==> src/rtl/fli_pkg.sv <==
package fli_pkg;
  localparam int REG_W      = 32;
  localparam int MAX_LINE_W = 12;
  localparam int F1_TGT_LSB = 0;
  localparam int F1_EN_BIT  = 15;
  localparam int F2_TGT_LSB = 16;
  localparam int F2_EN_BIT  = 31;
  localparam int NUM_FIELDS = 2;

  typedef logic [MAX_LINE_W-1:0] line_t;

  typedef struct packed {
    logic  en;
    line_t tgt;
  } fld_cfg_t;

  // Bits of the control register that hold state.
  function automatic logic [REG_W-1:0] writable_mask(input int line_w);
    logic [REG_W-1:0] m;
    m = '0;
    for (int i = 0; i < line_w; i++) begin
      m[F1_TGT_LSB + i] = 1'b1;
      m[F2_TGT_LSB + i] = 1'b1;
    end
    m[F1_EN_BIT] = 1'b1;
    m[F2_EN_BIT] = 1'b1;
    return m;
  endfunction

  // Largest line number the counter can hold.
  function automatic line_t line_limit(input int line_w);
    return line_t'((1 << line_w) - 1);
  endfunction

  // Saturating increment.
  function automatic line_t sat_inc(input line_t cnt, input line_t lim);
    return (cnt >= lim) ? lim : line_t'(cnt + line_t'(1));
  endfunction

  // One field's match condition.
  function automatic logic line_hit(input fld_cfg_t c, input line_t cnt);
    return c.en && (c.tgt == cnt);
  endfunction

  function automatic fld_cfg_t unpack_field(input logic [REG_W-1:0] r,
                                            input int en_bit, input int lsb);
    fld_cfg_t c;
    c.en  = r[en_bit];
    c.tgt = r[lsb +: MAX_LINE_W];
    return c;
  endfunction
endpackage

==> src/rtl/fli_cfg_reg.sv <==
module fli_cfg_reg
  import fli_pkg::*;
#(
  parameter int LINE_W = 12
) (
  input  logic             clk,
  input  logic             rst_n,
  input  logic             we,
  input  logic [REG_W-1:0] wdata,
  output logic [REG_W-1:0] rdata,
  output fld_cfg_t         cfg_f1,
  output fld_cfg_t         cfg_f2
);
  localparam logic [REG_W-1:0] WMASK = writable_mask(LINE_W);

  logic [REG_W-1:0] reg_q;

  always_ff @(posedge clk or negedge rst_n) begin
    if (!rst_n)  reg_q <= '0;
    else if (we) reg_q <= wdata & WMASK;
  end

  assign rdata  = reg_q;
  assign cfg_f1 = unpack_field(reg_q, F1_EN_BIT, F1_TGT_LSB);
  assign cfg_f2 = unpack_field(reg_q, F2_EN_BIT, F2_TGT_LSB);
endmodule

==> src/rtl/fli_line_counter.sv <==
module fli_line_counter
  import fli_pkg::*;
#(
  parameter int LINE_W = 12
) (
  input  logic  clk,
  input  logic  rst_n,
  input  logic  fs,
  input  logic  eol,
  input  logic  fid,
  output line_t cnt,
  output logic  fld,
  output logic  eol_cmp
);
  localparam line_t LIM = line_limit(LINE_W);

  line_t cnt_q;
  logic  fld_q;

  // A field start in the same cycle masks the end-of-line.
  assign eol_cmp = eol && !fs;

  always_ff @(posedge clk or negedge rst_n) begin
    if (!rst_n) begin
      cnt_q <= '0;
      fld_q <= 1'b0;
    end else if (fs) begin
      cnt_q <= '0;
      fld_q <= fid;
    end else if (eol) begin
      cnt_q <= sat_inc(cnt_q, LIM);
    end
  end

  assign cnt = cnt_q;
  assign fld = fld_q;
endmodule

==> src/rtl/fli_field_match.sv <==
module fli_field_match
  import fli_pkg::*;
(
  input  logic     clk,
  input  logic     rst_n,
  input  logic     fs,
  input  logic     eol_cmp,
  input  logic     fld,
  input  line_t    cnt,
  input  fld_cfg_t cfg_f1,
  input  fld_cfg_t cfg_f2,
  output logic     sel_en,
  output logic     hit,
  output logic     fired,
  output logic     irq
);
  fld_cfg_t               cfg_arr [NUM_FIELDS];
  logic [NUM_FIELDS-1:0]  field_hit;

  assign cfg_arr[0] = cfg_f1;
  assign cfg_arr[1] = cfg_f2;

  for (genvar g = 0; g < NUM_FIELDS; g++) begin : g_fld
    assign field_hit[g] = line_hit(cfg_arr[g], cnt);
  end

  logic fired_q;
  logic irq_q;

  assign sel_en = cfg_arr[fld].en;
  assign hit    = eol_cmp && field_hit[fld] && !fired_q;

  always_ff @(posedge clk or negedge rst_n) begin
    if (!rst_n) begin
      fired_q <= 1'b0;
      irq_q   <= 1'b0;
    end else begin
      irq_q <= hit;
      if (fs)       fired_q <= 1'b0;
      else if (hit) fired_q <= 1'b1;
    end
  end

  assign fired = fired_q;
  assign irq   = irq_q;
endmodule

==> src/rtl/field_line_irq.sv <==
module field_line_irq
  import fli_pkg::*;
#(
  parameter int LINE_W = 12
) (
  input  logic              clk,
  input  logic              rst_n,
  input  logic              cfg_we,
  input  logic [31:0]       cfg_wdata,
  output logic [31:0]       cfg_rdata,
  input  logic              field_start_i,
  input  logic              line_end_i,
  input  logic              field_id_i,
  output logic              line_irq_o
);
  fld_cfg_t cfg_f1, cfg_f2;
  line_t    line_cnt;
  logic     act_fld;
  logic     eol_cmp;
  logic     sel_en;
  logic     hit;
  logic     fired;

  fli_cfg_reg #(.LINE_W(LINE_W)) u_reg (
    .clk    (clk),
    .rst_n  (rst_n),
    .we     (cfg_we),
    .wdata  (cfg_wdata),
    .rdata  (cfg_rdata),
    .cfg_f1 (cfg_f1),
    .cfg_f2 (cfg_f2)
  );

  fli_line_counter #(.LINE_W(LINE_W)) u_cnt (
    .clk     (clk),
    .rst_n   (rst_n),
    .fs      (field_start_i),
    .eol     (line_end_i),
    .fid     (field_id_i),
    .cnt     (line_cnt),
    .fld     (act_fld),
    .eol_cmp (eol_cmp)
  );

  fli_field_match u_match (
    .clk     (clk),
    .rst_n   (rst_n),
    .fs      (field_start_i),
    .eol_cmp (eol_cmp),
    .fld     (act_fld),
    .cnt     (line_cnt),
    .cfg_f1  (cfg_f1),
    .cfg_f2  (cfg_f2),
    .sel_en  (sel_en),
    .hit     (hit),
    .fired   (fired),
    .irq     (line_irq_o)
  );
endmodule

==> config.mk <==
export PLATFORM = sky130hd
export DESIGN_NAME = field_line_irq
export DESIGN_NICKNAME = d
export VERILOG_FILES = /design/src/rtl/fli_pkg.sv /design/src/rtl/fli_cfg_reg.sv /design/src/rtl/fli_line_counter.sv /design/src/rtl/fli_field_match.sv /design/src/rtl/field_line_irq.sv
export SDC_FILE = /design/constraint.sdc
export NUM_CORES = 1
export LEC_CHECK = 0
export ABC_AREA = 1
export BUFFER_PORTS_ARGS = -buffer_cell sky130_fd_sc_hd__clkbuf_2
export CORE_ASPECT_RATIO = 0.9
export CORE_MARGIN = 2
export CORE_UTILIZATION = 46
export CTS_CLUSTER_SIZE = 8
export DETAILED_ROUTE_END_ITERATION = 8
export PLACE_DENSITY = 0.86
export RECOVER_POWER = 50
export SLEW_MARGIN = 30
export SYNTH_ARGS = -nofsm -noshare
export SYNTH_HDL_FRONTEND = slang
export SYNTH_SLANG_ARGS = --single-unit
==> constraint.sdc <==
create_clock -name clk -period 1.36 [get_ports clk]
set_input_delay 0.136 -clock clk [delete_from_list [all_inputs] [get_ports clk]]
set_output_delay 0.136 -clock clk [all_outputs]
set_load 0.01 [all_outputs]
==> summary.md <==
| Metric | Value |
|---|---|
| Status | complete, but fails checks |
| Failing checks | negative setup slack |
| Die H | approximately 70 um |
| Residual DRC | 0 |
| Transition time of the tightest slew-check pin | 0.829 ns |
| CTS tree | yes |
| Synthesized area | about 2200 um^2 |
| Post-DR wirelength/cell | 12.6 um |
| MaxCap Viol Count | 0 |
| CP arrival | roughly 1.7 ns |
| Setup TNS | -0.345 ns |
| Port bufs | 58 |
| Clk sink count | slightly above 40 |
| Worst Setup End Kind | flip-flop |
| Distinct cells, synth | 22 |
| TritonRoute pass-1 iters | 4 |
| Placed Area | about 2700 um^2 |
| Pleak | 0.00163 uW |
| Num CTS Buffers | 5 |
| Initial antenna violation count | 0 |
| First-pass GRT wire length | between 9000 and 10000 um |
| Yosys reg bits | between 40 and 50 |
| Diode count | 0 |
| Num rows | 24 |
| Area of the multi-input gates | 1080 um^2 |
| Final-layout fill cell count | roughly 430 |
| Fin Clk Skew | between 0.003 and 0.004 ns |
| Reg2Reg Setup Slack | -0.08 ns |
| Most numerous cell in the Yosys netlist | nand2_1 |
| Area Growth Syn to Fin | 30.7% |
| DP HPWL | 4080 um |
| Initial drt markers | around 160 |
| Total power | between 2000 and 3000 uW |
| Final setup vio count | 11 |
| FF-to-FF path depth | 11 |
| Setup ws final | -0.0809 ns |
| Final hold violation count | 0 |
| Max Freq | approximately 690 MHz |
| Min-Delay Endpoint | u_reg.rdata[9] |
| Most used DFF post-synth | dfrtp_1 |
| Fraction of layout cells with a size suffix above 1 | 31.2% |
| FF-to-FF Start | u_cnt.cnt[5] |
| Ys Warns | 0 |
| Worst-path clk slew | 0.08 ns |
| Sequential element share of the synthesized area | a little under half |
| Number of flops mapped to enable cells by yosys | 0 |
| CTS HTree Levels | 2 |
| Core footprint | about 4800 um^2 |
| Fin Hold WS | roughly 0.035 ns |
| Vias in the first global route | just over 2000 |
| Detailed-route wire length | 5800 um |
| Largest net degree at the start of global routing | 42 |
| Grt total ovfl | 0 |
| Final Max Tran Viols | 0 |
| DR vias/cell | ~4.9 |
| Headroom to the max-slew limit | ~45% |
| Hold Path Class | input pin to flip-flop |
| Initial core utilization | a little under half |
| Largest area contributor in the netlist | dfrtp_1 |
| Worst setup SP type | flip-flop |
| Crit path kind | flip-flop to flip-flop |
| Nets | between 400 and 500 |
| Tmin final | roughly 1.4 ns |
| Clock Latency Late Sink | ~0.30 ns |
| Synth top area cells | dfrtp_1, nand2_1, o21ai_0 |
| Tcrit/Tclk final | 106% |
| Root buffer cell | clkbuf_8 |
| Critical path fanouts, max | 4 |
| ANT nets after route | 0 |
| GPL Wtd Cong | 0.860 |
| Overall routing resource usage | a little over a fifth |
| Max rail drop VDD | between 0.5 and 0.6 mV |
| Register area | a little over 1000 um^2 |
| Synth Area per Inst | between 7 and 8 um^2 |
| DIE AREA | around 5400 um^2 |
| Unrepaired setup endpoints after global routing | yes |
| Critical R2R Capture | u_match.irq |
| Power per cell area | 923 nW/um^2 |
| Ys async rst share | 100% |
| Post-Syn Instances | 316 |
| WP data required | ~1.6 ns |
| Longest Clk Path Bufs | 2 |
| Worst Hold Depth | 3 |
| Total number of vias | around 2200 |
| Top cells by count, synth | nand2_1, dfrtp_1, inv_1 |
| Fin area | 2930 um^2 |
| Die Wd | 77.6 um |
| Number of top-level pins | between 70 and 80 |
| Yosys top cell area share | 45.8% |
| HP Start | cfg_wdata[9] |
cells by family (layout without fill, tap and decap cells):
kind of cell | count (synthesis) | count (layout) | share of synthesized area (%)
muxes | 5 | 5 | 2.51
other | 1 | 6 | 0.167
adders and majority gates | 1 | 1 | 0.558
and+or+nand+nor | 165 | 166 | 28.9
AOI/OAI and AO/OA | 47 | 47 | 11.3
DFF | 41 | 41 | 45.8
buffers and inverters | 56 | 131 | 10.9
worst max-delay path, cell delays in order, from the launching register on:
cell and delay (ns):
dfrtp_1 0.42, buf_4 0.15, inv_2 0.05, nand2_1 0.07, nand2_1 0.08, nor2_1 0.12
nand2_1 0.07, nor2_1 0.12, nand2_1 0.06, nand2_1 0.08, nand2_1 0.07, nor2_1 0.09
stage by stage:
stage / cells / worst slack, ns / util [%]
finish: 462 / -0.0809 / 61.4
detailed placement: 444 / -0.102 / 55.9
global route: 462 / -0.159 / 61.4
CTS: 455 / -0.0487 / 59.0
floorplan: 321 / -0.0179 / -
global placement: 444 / -0.0561 / 55.9
routing by layer:
| metal | GRT usage, % | routed length, um |
|---|---|---|
| met4 | 6.55 | 109 |
| met3 | 4.91 | 406 |
| met5 | 0 | 0 |
| met1 | 28.5 | 2530 |
| met2 | 34.1 | 2760 |
report_power, final:
part	internal (uW)	switching [uW]
registers	1300	65.7
clock network	459	438
logic	180	265
total	1940	769
cells in the final DEF (no fill, tap or decap), types with 6 or more instances in the layout:
cell        n
clkbuf_8    7
nor2_1     19
inv_1      38
clkbuf_2   58
nand2_1   119
dfrtp_1    36
buf_4      19
conb_1      6
o21ai_1    11
nand2_2     8
o21ai_0    25
nand3_1     6
area by class of cell:
cell class              count  share of cell area (%)
flip-flops and latches     41                    35.2
multi-input cells         225                    37.0
clock inverters             1                   0.171
inverters                  41                    5.34
clock buffers               7                    3.29
well taps                  65                    2.77
repair buffers             82                    16.3
flip-flops by register name, indices dropped and copies added, names as in the netlist:
register	cells
u_cnt.cnt	12
u_match.irq	1
u_cnt.fld	1
u_match.fired	1
u_reg.rdata	26
worst max path at each step:
stage,startpoint,depth (start not counted),slack (ns),to
after floorplan,u_cnt.cnt[0],10,-0.02,u_cnt.cnt[11]
after global placement,u_cnt.cnt[0],9,-0.06,u_cnt.cnt[10]
after detailed placement,u_cnt.cnt[0],9,-0.10,u_cnt.cnt[10]
after CTS,u_cnt.cnt[1],9,-0.05,u_cnt.cnt[10]
after global routing,u_cnt.cnt[5],11,-0.16,u_match.irq
final,u_cnt.cnt[5],11,-0.08,u_match.irq
timing repair:
| action | in CTS | in global routing |
|---|---|---|
| gates cloned | 1 | 0 |
| buffers inserted | 1 | 7 |
| pin swaps | 5 | 10 |
| hold buffers | 1 | 0 |
| gates resized for setup | 10 | 29 |
| setup endpoints to repair | 13 | 14 |
| endpoints found under the hold margin | 41 | 0 |
Power figures use the tool's default switching activity.
